### src/rtl/bya_pkg.sv
`timescale 1ns/1ps
package bya_pkg;
  localparam int unsigned DATA_W  = 8;
  localparam int unsigned HALF_W  = DATA_W / 2;
  localparam int unsigned PROD_W  = 2 * DATA_W;
  localparam int unsigned OPSEL_W = 7;
  localparam int unsigned FLAG_W  = 5;

  // flag bit positions
  localparam int unsigned FL_C  = 0;
  localparam int unsigned FL_DC = 1;
  localparam int unsigned FL_Z  = 2;
  localparam int unsigned FL_OV = 3;
  localparam int unsigned FL_N  = 4;

  typedef logic [DATA_W-1:0] byte_t;
  typedef logic [FLAG_W-1:0] flags_t;

  typedef enum logic [4:0] {
    OP_NONE, OP_ADD, OP_ADDC, OP_SUBWF, OP_SUBWFB, OP_SUBFWB,
    OP_INC, OP_DEC, OP_NEG, OP_AND, OP_IOR, OP_XOR, OP_COM, OP_MOV,
    OP_RRC, OP_RLC, OP_RRN, OP_RLN, OP_SWAP, OP_SET, OP_CLR, OP_MOVW, OP_MUL
  } alu_op_e;

  // which flags each class of operation may touch
  localparam flags_t MASK_ALL  = 5'b11111;
  localparam flags_t MASK_ZN   = 5'b10100;
  localparam flags_t MASK_CZN  = 5'b10101;
  localparam flags_t MASK_Z    = 5'b00100;
  localparam flags_t MASK_NONE = 5'b00000;

  typedef struct packed {
    logic  c;
    logic  dc;
    logic  ov;
    byte_t sum;
  } add_t;

  // full adder over the byte with carry from the low half and signed overflow
  function automatic add_t add_bytes(byte_t a, byte_t b, logic ci);
    logic [DATA_W:0] full;
    logic [HALF_W:0] low;
    add_t r;
    full  = {1'b0, a} + {1'b0, b} + {{DATA_W{1'b0}}, ci};
    low   = {1'b0, a[HALF_W-1:0]} + {1'b0, b[HALF_W-1:0]} + {{HALF_W{1'b0}}, ci};
    r.sum = full[DATA_W-1:0];
    r.c   = full[DATA_W];
    r.dc  = low[HALF_W];
    r.ov  = (a[DATA_W-1] == b[DATA_W-1]) && (r.sum[DATA_W-1] != a[DATA_W-1]);
    return r;
  endfunction

  function automatic byte_t swap_halves(byte_t v);
    return {v[HALF_W-1:0], v[DATA_W-1:HALF_W]};
  endfunction
endpackage

### src/rtl/bya_decode.sv
`timescale 1ns/1ps
module bya_decode
  import bya_pkg::*;
(
  input  logic [OPSEL_W-1:0] sel_i,
  output alu_op_e            op_o,
  output flags_t             mask_o,
  output logic               to_file_o,
  output logic               has_dbit_o,
  output logic               known_o
);
  logic [OPSEL_W-2:0] major;
  logic               low_bit;

  assign major   = sel_i[OPSEL_W-1:1];
  assign low_bit = sel_i[0];

  always_comb begin
    op_o       = OP_NONE;
    mask_o     = MASK_NONE;
    has_dbit_o = 1'b1;
    to_file_o  = low_bit;
    case (major)
      6'b001001: begin op_o = OP_ADD;    mask_o = MASK_ALL; end
      6'b001000: begin op_o = OP_ADDC;   mask_o = MASK_ALL; end
      6'b001010: begin op_o = OP_INC;    mask_o = MASK_ALL; end
      6'b000001: begin op_o = OP_DEC;    mask_o = MASK_ALL; end
      6'b010111: begin op_o = OP_SUBWF;  mask_o = MASK_ALL; end
      6'b010110: begin op_o = OP_SUBWFB; mask_o = MASK_ALL; end
      6'b010101: begin op_o = OP_SUBFWB; mask_o = MASK_ALL; end
      6'b000101: begin op_o = OP_AND;    mask_o = MASK_ZN;  end
      6'b000100: begin op_o = OP_IOR;    mask_o = MASK_ZN;  end
      6'b000110: begin op_o = OP_XOR;    mask_o = MASK_ZN;  end
      6'b000111: begin op_o = OP_COM;    mask_o = MASK_ZN;  end
      6'b010100: begin op_o = OP_MOV;    mask_o = MASK_ZN;  end
      6'b001100: begin op_o = OP_RRC;    mask_o = MASK_CZN; end
      6'b001101: begin op_o = OP_RLC;    mask_o = MASK_CZN; end
      6'b010000: begin op_o = OP_RRN;    mask_o = MASK_ZN;  end
      6'b010001: begin op_o = OP_RLN;    mask_o = MASK_ZN;  end
      6'b001110: begin op_o = OP_SWAP;   mask_o = MASK_NONE; end
      6'b011010: begin
        has_dbit_o = 1'b0;
        to_file_o  = 1'b1;
        op_o       = low_bit ? OP_CLR : OP_SET;
        mask_o     = low_bit ? MASK_Z : MASK_NONE;
      end
      6'b011011: begin
        has_dbit_o = 1'b0;
        to_file_o  = 1'b1;
        op_o       = low_bit ? OP_MOVW : OP_NEG;
        mask_o     = low_bit ? MASK_NONE : MASK_ALL;
      end
      6'b000000: begin
        has_dbit_o = 1'b0;
        to_file_o  = 1'b0;
        if (low_bit) op_o = OP_MUL;
      end
      default: begin
        has_dbit_o = 1'b0;
        to_file_o  = 1'b0;
      end
    endcase
    known_o = (op_o != OP_NONE);
  end
endmodule

### src/rtl/bya_alu.sv
`timescale 1ns/1ps
module bya_alu
  import bya_pkg::*;
(
  input  alu_op_e           op_i,
  input  byte_t             fop_i,
  input  byte_t             wop_i,
  input  logic              cin_i,
  output byte_t             res_o,
  output flags_t            flg_o,
  output logic [PROD_W-1:0] prod_o
);
  byte_t add_a;
  byte_t add_b;
  logic  add_ci;
  logic  add_use;
  add_t  add_r;
  byte_t misc_r;
  logic  rot_c;

  // operand steering onto the single shared adder
  always_comb begin
    add_a   = fop_i;
    add_b   = wop_i;
    add_ci  = 1'b0;
    add_use = 1'b1;
    case (op_i)
      OP_ADD:    ;
      OP_ADDC:   add_ci = cin_i;
      OP_SUBWF:  begin add_b = ~wop_i; add_ci = 1'b1; end
      OP_SUBWFB: begin add_b = ~wop_i; add_ci = cin_i; end
      OP_SUBFWB: begin add_a = wop_i; add_b = ~fop_i; add_ci = cin_i; end
      OP_INC:    add_b = byte_t'(1);
      OP_DEC:    begin add_b = ~byte_t'(1); add_ci = 1'b1; end
      OP_NEG:    begin add_a = '0; add_b = ~fop_i; add_ci = 1'b1; end
      default:   add_use = 1'b0;
    endcase
  end

  assign add_r = add_bytes(add_a, add_b, add_ci);

  // non-arithmetic results and the rotate carry
  always_comb begin
    misc_r = '0;
    rot_c  = cin_i;
    case (op_i)
      OP_AND:  misc_r = fop_i & wop_i;
      OP_IOR:  misc_r = fop_i | wop_i;
      OP_XOR:  misc_r = fop_i ^ wop_i;
      OP_COM:  misc_r = ~fop_i;
      OP_MOV:  misc_r = fop_i;
      OP_RRC:  begin misc_r = {cin_i, fop_i[DATA_W-1:1]}; rot_c = fop_i[0]; end
      OP_RLC:  begin misc_r = {fop_i[DATA_W-2:0], cin_i}; rot_c = fop_i[DATA_W-1]; end
      OP_RRN:  misc_r = {fop_i[0], fop_i[DATA_W-1:1]};
      OP_RLN:  misc_r = {fop_i[DATA_W-2:0], fop_i[DATA_W-1]};
      OP_SWAP: misc_r = swap_halves(fop_i);
      OP_SET:  misc_r = '1;
      OP_CLR:  misc_r = '0;
      OP_MOVW: misc_r = wop_i;
      default: misc_r = '0;
    endcase
  end

  assign res_o = add_use ? add_r.sum : misc_r;

  always_comb begin
    flg_o        = '0;
    flg_o[FL_C]  = add_use ? add_r.c  : rot_c;
    flg_o[FL_DC] = add_use ? add_r.dc : 1'b0;
    flg_o[FL_OV] = add_use ? add_r.ov : 1'b0;
    flg_o[FL_Z]  = (res_o == '0);
    flg_o[FL_N]  = res_o[DATA_W-1];
  end

  assign prod_o = PROD_W'(fop_i) * PROD_W'(wop_i);
endmodule

### src/rtl/byte_reg_alu.sv
`timescale 1ns/1ps
module byte_reg_alu
  import bya_pkg::*;
(
  input  logic                clk,
  input  logic                rst_n,
  input  logic [OPSEL_W-1:0]  ins_hi,
  input  logic [DATA_W-1:0]   fop,
  input  logic [DATA_W-1:0]   wop,
  input  logic [FLAG_W-1:0]   flags_in,
  output logic [DATA_W-1:0]   res,
  output logic                wr_w,
  output logic                wr_f,
  output logic [FLAG_W-1:0]   flags_q,
  output logic [DATA_W-1:0]   prod_hi,
  output logic [DATA_W-1:0]   prod_lo
);
  alu_op_e           dec_op;
  flags_t            dec_mask;
  logic              dec_to_file;
  logic              dec_dbit;
  logic              dec_known;
  flags_t            alu_flg;
  flags_t            flags_nx;
  logic [PROD_W-1:0] alu_prod;
  logic [PROD_W-1:0] prod_q;
  logic              op_is_mul;
  logic              wr_any;

  bya_decode u_dec (
    .sel_i      (ins_hi),
    .op_o       (dec_op),
    .mask_o     (dec_mask),
    .to_file_o  (dec_to_file),
    .has_dbit_o (dec_dbit),
    .known_o    (dec_known)
  );

  bya_alu u_alu (
    .op_i   (dec_op),
    .fop_i  (fop),
    .wop_i  (wop),
    .cin_i  (flags_in[FL_C]),
    .res_o  (res),
    .flg_o  (alu_flg),
    .prod_o (alu_prod)
  );

  // per-flag choice between the fresh value and the pass-through
  for (genvar gi = 0; gi < FLAG_W; gi++) begin : g_flag_merge
    assign flags_nx[gi] = dec_mask[gi] ? alu_flg[gi] : flags_in[gi];
  end

  assign op_is_mul = (dec_op == OP_MUL);
  assign wr_any    = dec_known && !op_is_mul;
  assign wr_f      = wr_any && dec_to_file;
  assign wr_w      = wr_any && !dec_to_file;

  always_ff @(posedge clk or negedge rst_n) begin
    if (!rst_n) begin
      flags_q <= '0;
      prod_q  <= '0;
    end else begin
      flags_q <= flags_nx;
      if (op_is_mul) prod_q <= alu_prod;
    end
  end

  assign prod_hi = prod_q[PROD_W-1:DATA_W];
  assign prod_lo = prod_q[DATA_W-1:0];


  single_dest_chk: assert property (@(posedge clk) disable iff (!rst_n)
    $onehot0({wr_w, wr_f}));

  dest_bit_chk: assert property (@(posedge clk) disable iff (!rst_n)
    (dec_dbit && (wr_w || wr_f)) |-> (wr_f == ins_hi[0]));

  add_carry_chk: assert property (@(posedge clk) disable iff (!rst_n)
    (dec_op == OP_ADD) |=> (flags_q[FL_C] == ($past(fop) > ~$past(wop))));

  sub_borrow_chk: assert property (@(posedge clk) disable iff (!rst_n)
    (dec_op == OP_SUBWF) |=> (flags_q[FL_C] == ($past(fop) >= $past(wop))));

  logic_keep_chk: assert property (@(posedge clk) disable iff (!rst_n)
    (dec_op inside {OP_AND, OP_IOR, OP_XOR, OP_COM, OP_MOV}) |=>
      (flags_q[FL_C] == $past(flags_in[FL_C]) && flags_q[FL_DC] == $past(flags_in[FL_DC])
       && flags_q[FL_OV] == $past(flags_in[FL_OV])));

  rot_carry_chk: assert property (@(posedge clk) disable iff (!rst_n)
    (dec_op == OP_RRC) |=> (flags_q[FL_C] == $past(fop[0])));

  clr_zero_chk: assert property (@(posedge clk) disable iff (!rst_n)
    (dec_op == OP_CLR) |=> (flags_q[FL_Z] && flags_q[FL_N] == $past(flags_in[FL_N])));

  mul_nowrite_chk: assert property (@(posedge clk) disable iff (!rst_n)
    op_is_mul |-> !(wr_w || wr_f));

  prod_hold_chk: assert property (@(posedge clk) disable iff (!rst_n)
    !op_is_mul |=> $stable({prod_hi, prod_lo}));

  unknown_nowrite_chk: assert property (@(posedge clk) disable iff (!rst_n)
    !dec_known |-> !(wr_w || wr_f));

  unknown_flags_chk: assert property (@(posedge clk) disable iff (!rst_n)
    !dec_known |=> (flags_q == $past(flags_in)));
endmodule

### config.mk
export PLATFORM = sky130hd
export DESIGN_NAME = byte_reg_alu
export DESIGN_NICKNAME = d
export VERILOG_FILES = /design/src/rtl/bya_pkg.sv /design/src/rtl/bya_decode.sv /design/src/rtl/bya_alu.sv /design/src/rtl/byte_reg_alu.sv
export SDC_FILE = /design/constraint.sdc
export NUM_CORES = 1
export LEC_CHECK = 0
export BUFFER_PORTS_ARGS = -buffer_cell sky130_fd_sc_hd__clkbuf_2
export CORE_ASPECT_RATIO = 1.4
export CORE_MARGIN = 5
export CORE_UTILIZATION = 44
export CTS_CLUSTER_DIAMETER = 60
export CTS_CLUSTER_SIZE = 12
export DETAILED_ROUTE_END_ITERATION = 8
export PLACE_DENSITY = 0.73
export SYNTH_ARGS = -nofsm -noshare
export SYNTH_HDL_FRONTEND = slang
export SYNTH_HIERARCHICAL = 1
export SYNTH_SLANG_ARGS = --single-unit
export TNS_END_PERCENT = 20
### constraint.sdc
create_clock -name clk -period 7.65 [get_ports clk]
set_input_delay 1.53 -clock clk [delete_from_list [all_inputs] [get_ports clk]]
set_output_delay 1.53 -clock clk [all_outputs]
set_load 0.005 [all_outputs]
; ---- After elaboration in Yosys (flattened, before gate mapping)
; Index checks and enable logic that the tools add are counted.
[word_totals]
reg_bits = 21
romBits = 0
out_inout_bits = 31
wordCells = 96
memories = 0
ramBits = 0
latch_bits = 0
[classes]
n_addsub = 4
bitwise_logic = 5
reduce_logical = 19
div_mod_pow = 0
n_lt_le_gt_ge = 0
mul = 1
shift = 0
n_eq_ne = 42
mux = 23
[op_table]
columns = cell, n
row1 = 5-bit one-hot mux with 20 select lines, 1
row2 = 8-bit one-hot mux with 12 select lines, 1
row3 = 6-bit by 5-bit == test with 1-bit output (second input constant), 8
row4 = 5-bit by 4-bit == test with 1-bit output (second input constant), 8
row5 = 6-bit by 4-bit == test with 1-bit output (second input constant), 6
row6 = 8-bit one-hot mux with 4 select lines, 1
row7 = 5-bit == test (second input constant), 6
row8 = 5-bit one-hot mux with 5 select lines, 1
row9 = 6-bit by 3-bit == test with 1-bit output (second input constant), 4
row10 = 5-bit by 3-bit == test with 1-bit output (second input constant), 4
row11 = 17-bit OR reduction, 1
row12 = 8-bit by 8-bit multiplier with 16-bit output, 1
row13 = 8-bit inverter, 2
row14 = 8-bit one-hot mux with 2 select lines, 1
row15 = 5-bit two-way mux, 3
row16 = 7-bit OR reduction, 2
row17 = 5-bit by 2-bit == test with 1-bit output (second input constant), 2
row18 = 8-bit by 8-bit adder with 9-bit output, 1
row19 = 9-bit by 1-bit adder with 9-bit output, 1
row20 = 1-bit two-way mux, 9
row21 = 8-bit bitwise AND, 1
row22 = 8-bit logical NOT, 1
row23 = 8-bit two-way mux, 1
row24 = 8-bit bitwise OR, 1
row25 = other kinds (16), 27

; ---- Longest topological paths before layout
[logic_depth]
word_depth = 11
depth_mapped = 24

; ---- Cells and area by module
; Netlist, hierarchy kept.
[by_module_without_submodules]
columns = mod, seq_area_each_um2, area_each_um2, cells_per_inst, instances
row1 = bya_alu, 0.0, 3766.1, 507, 1
row2 = byte_reg_alu, 525.5, 872.1, 47, 1
row3 = bya_decode, 0.0, 486.7, 79, 1

; ---- Worst setup path before layout
; OpenSTA, ideal clock, no wires.
[synth_path]
path_kind = input -> output
start = in ins_hi[4]
end = out res[7]
arrival_ns = 5.511
path_slack_ns = 0.609
stages = 19
n_path_buf = 5
path_cell_list = buf_2 -> or4_1 -> a41oi_2 -> buf_2 -> buf_2 -> buf_2 -> nor3b_1 -> o21ai_1 -> o22ai_1 -> a21oi_1 -> nand2_1 -> ha_1 -> nor2b_1 -> o21ai_0 -> o221ai_1 -> o31ai_1 -> xor2_1 -> o211ai_1 -> buf_4
[synth_between]
elab_chain_len = 8
word_cells_on_any_way = 54
cone_classes = 2 x add/sub / 39 x eq/ne / 7 x mux / 6 x reduce/logical
[synth_lines]
columns = element, line
row1 = from (decl), byte_reg_alu.sv:7  ; input logic [OPSEL_W-1:0] ins_hi,
row2 = "6-bit by 5-bit == test with 1-bit output, or another cell as far along", bya_decode.sv:23  ; case (major)
row3 = 5-bit one-hot mux with 20 select lines (*), bya_decode.sv:23
row4 = named net dec_op[0], byte_reg_alu.sv:18  ; alu_op_e dec_op;
row5 = "5-bit by 3-bit == test with 1-bit output, or another cell as far along", bya_alu.sv:27  ; case (op_i)
row6 = 2-bit OR reduction (no line), n/a
row7 = 8-bit one-hot mux with 4 select lines, bya_alu.sv:27
row8 = 8-bit by 8-bit adder with 9-bit output, bya_pkg.sv:44  ; full = {1'b0, a} + {1'b0, b} + {{DATA_W{1'b0}}, ci};
row9 = 9-bit by 1-bit adder with 9-bit output, bya_pkg.sv:44
row10 = 8-bit two-way mux (*), bya_alu.sv:64  ; assign res_o = add_use ? add_r.sum : misc_r;
row11 = to (decl), byte_reg_alu.sv:11  ; output logic [DATA_W-1:0] res,
; Mark *: on every way through the listed nets, which the timed path passes. The rest lies on a longest branch.

; ---- Final worst setup path
; Ends and elaborated chain as after synthesis.

==> results.txt <==
The core region area came out at 11400 sq um. The run gives 5790 ps as the critical path arrival. IR analysis of the VDD net gives a maximum drop of 0.174 mV. The wire length on met1 is 5640 um, and the buffers plus inverters on the worst setup path is 4.

The first global-routing pass estimated 24500 um of wire. The critical path in this run is classified as input pin to primary output. The first detailed-routing pass took 6 iterations. Compared with the post-synthesis result, the final layout area differs by 9.86%. The run finished with clean final reports. Broken down by cell family, the worst path's largest delay share belongs to compound AO/OA/AOI/OAI gates. Count of unique library cells instantiated by Yosys: 82. The largest net degree at the start of global routing was 22. The height of the die is 138 um, and the overall routed net length is 15300 um.

The share of synthesized area in the top cell type comes to 14.8%. The run gives 21 as the CTS sink count. The fraction of layout cells with a size suffix above 1 was 18.0%; the deepest level of the CTS H-tree was 1.

Across all layers, the routed design uses 4903 vias. The worst relative slew slack was 21.5%; the smallest setup slack after layout was 330 ps. In this run, post-CTS hold repair placed 0 buffers. The count of nets left with antenna violations once routing finished came out at 0. The core occupancy in the finished layout came out at 49.4%. For the final routed DRC violation total, the log shows 0. The worst setup path is launched from an input pin. Setup violations remaining at the end of the flow were counted as 0. The most used flip-flop cell after synthesis is sky130_fd_sc_hd__dfrtp_1.

The run gives 6120 ps as the data required time at the worst endpoint. The number of rows created at floorplan is 46, and the final-report max-slew violation count is 0. On the worst path, the slowest cell contributes a delay of 460 ps. The total CTS buffers was 3; the final clock period utilization by the worst path was 95.7%. The clock passes through at most 2 buffers. The tools report the initial core utilization as 45.0%. The run gives 6 as the count of synthesis-stage warnings from yosys. The number of antenna violations at the first check in global routing is 0. Wire segments on met2 add up to 7770 um in the final route.

Traced cell by cell, the critical path runs through clkbuf_2, or2_0, o311ai_0, a32o_2, buf_4, nor2_2, nand2_1, buf_4, o22ai_1, a21oi_1, nand2_1, ha_1, a21oi_1, o221ai_1, o31ai_2, xor2_1, o211ai_1, clkbuf_2. In the synthesized netlist the async set-or-reset flop fraction comes to 100%. The share of the Yosys chip area taken by registers is 10.3%.

In this run the count of I/O pins placed on the die edge is 61. The design draws 916 uW. The sum of negative setup slack is 0 ps, and the max capacitance violation total is 0. The number of global-route vias before repair was 5068; the clock latency of the later-clocked register in the worst-skew pair was 270 ps. Of all cell types, the one taking the most synthesized area is sky130_fd_sc_hd__fa_1. Across all hold checks on the routed design, the worst slack comes to 511 ps.

The overall die width is 101 um, and the routed wire length per instance is 18.7 um. For this design the static power due to leakage is 0.00278 uW. The antenna diode count was 0. The per-instance average area after synthesis is 8.10 sq um. For the pin with the worst max-slew slack, the measured transition is 1160 ps. The run gives 0 as the total count of hold-check failures in the final report. Path category of the worst min-delay check: flip-flop to flip-flop. TritonCTS built the clock tree. Dividing total power by cell area gives a power density of 163 nW/um^2. CTS placed an instance of sky130_fd_sc_hd__clkbuf_16 at the clock tree root. The time the final worst path needs with I/O delays and setup works out to 7320 ps. The clock input transition at the sequential cells of the worst setup and hold paths works out to 60 ps. In the synthesized netlist, the number of instances is 633. The post-synth design cell area was 5120 sq um; the area of the die was 13900 sq um. Global routing used 22.1% of the available tracks across all layers. In this run, synthesis produced a sequential element count of 21.

Iteration-0 DRC count of the detailed router: 286. The cell at the slowest stage of the critical path was sky130_fd_sc_hd__o311ai_0. Yosys attributes the largest share of cell area to sky130_fd_sc_hd__fa_1, sky130_fd_sc_hd__ha_1, sky130_fd_sc_hd__dfrtp_1, sky130_fd_sc_hd__nor2_1, sky130_fd_sc_hd__inv_1. After detailed routing, the met3 layer carries 739 um of wire. Largest driver fanout on the critical path: 20.

Derived from the worst setup path, the maximum achievable clock frequency is 137 MHz. By count the netlist is led by sky130_fd_sc_hd__nor2_1, sky130_fd_sc_hd__inv_1, sky130_fd_sc_hd__ha_1. Routability-driven placement finished with a final weighted congestion of 1.01. The worst setup path is captured at a primary output.

When the netlist entered floorplanning its net count stood at 760. Average vias per placed instance: 5.98. The number of flops mapped to enable cells by yosys works out to 0. Most used standard cell by instance count after synthesis: sky130_fd_sc_hd__nor2_1. The HPWL after detailed placement is 12600 um. The worst-case clock skew came out at 0 ps. After detailed routing, no signal wire sits above met4. Minimum setup slack after placement: 304 ps. The count of buffers from port buffering was 60; the final-stage net count was 804. The reg-to-reg setup timing slack is 6880 ps, and the overall overflow remaining after global route is 0.
==> layout make-up <==
class                           instances  area, sq um
Tap cell                              144          180
Clock inverter                          1         5.00
Sequential cell                        21          526
Multi-Input combinational cell        501         4160
Timing Repair Buffer                   73          398
Clock buffer                            3         75.1
Fill cell                            1100         5770
Inverter                               77          289
==> metal layers <==
metal,track usage (%),vias to the layer above
li1,-,2277
met1,23.6,2351
met2,39.5,210
met3,3.14,65
met4,15.4,0
met5,0,-
==> worst paths after layout <==
check,from,to,depth (start not counted)
min,prod_q[11]$_DFFE_PN0N_,prod_q[11]$_DFFE_PN0N_,1
max reg2reg,prod_q[6]$_DFFE_PN0N_,prod_q[6]$_DFFE_PN0N_,1
min in group asynchronous,rst_n,prod_q[5]$_DFFE_PN0N_,1
max,ins_hi[4],res[7],18
min reg2reg,prod_q[11]$_DFFE_PN0N_,prod_q[11]$_DFFE_PN0N_,1
max in group asynchronous,rst_n,prod_q[15]$_DFFE_PN0N_,1
==> state kept, by name, indices dropped and copies added, names as in the netlist <==
register and cells:
flags_q 5, prod_q 16
==> what timing repair did <==
action,4_1_cts,5_1_grt
gates resized for setup,0,2
setup buffers,0,0
setup endpoints to repair,0,2
==> metrics by stage <==
step / instances / instance area, sq um
detailed placement: 816 / 5540
global placement: 816 / 5540
floorplan: 633 / 5120
global route: 820 / 5630
CTS: 820 / 5620
finish: 820 / 5630
==> where the power goes <==
group / total [uW] / internal, uW / switching (uW)
registers: 127 / 122 / 4.91
clock network: 117 / 70.5 / 46.8
logic: 672 / 291 / 380
==> cell usage in the layout, fill, tap and decap left out, types with 12 or more instances in the layout <==
cell,instances
sky130_fd_sc_hd__xnor2_1,19
sky130_fd_sc_hd__dfrtp_1,21
sky130_fd_sc_hd__inv_1,71
sky130_fd_sc_hd__clkbuf_2,60
sky130_fd_sc_hd__nand3_1,12
sky130_fd_sc_hd__buf_4,13
sky130_fd_sc_hd__a21oi_1,27
sky130_fd_sc_hd__o21ai_0,23
sky130_fd_sc_hd__nand2b_1,17
sky130_fd_sc_hd__mux2_2,14
sky130_fd_sc_hd__nand2_1,50
sky130_fd_sc_hd__nor2_1,72
sky130_fd_sc_hd__fa_1,38
sky130_fd_sc_hd__ha_1,59
==> kinds of logic after synthesis <==
kind of cell | synth area share, %
XOR/XNOR | 4.27
flip-flops | 10.3
adder cells (fa/ha/maj) | 29.2
AND/OR/NAND/NOR | 22.2
AO/OA/AOI/OAI | 18.7
multiplexers | 6.08
buffers and inverters | 9.20
Power figures use the tool's default switching activity.
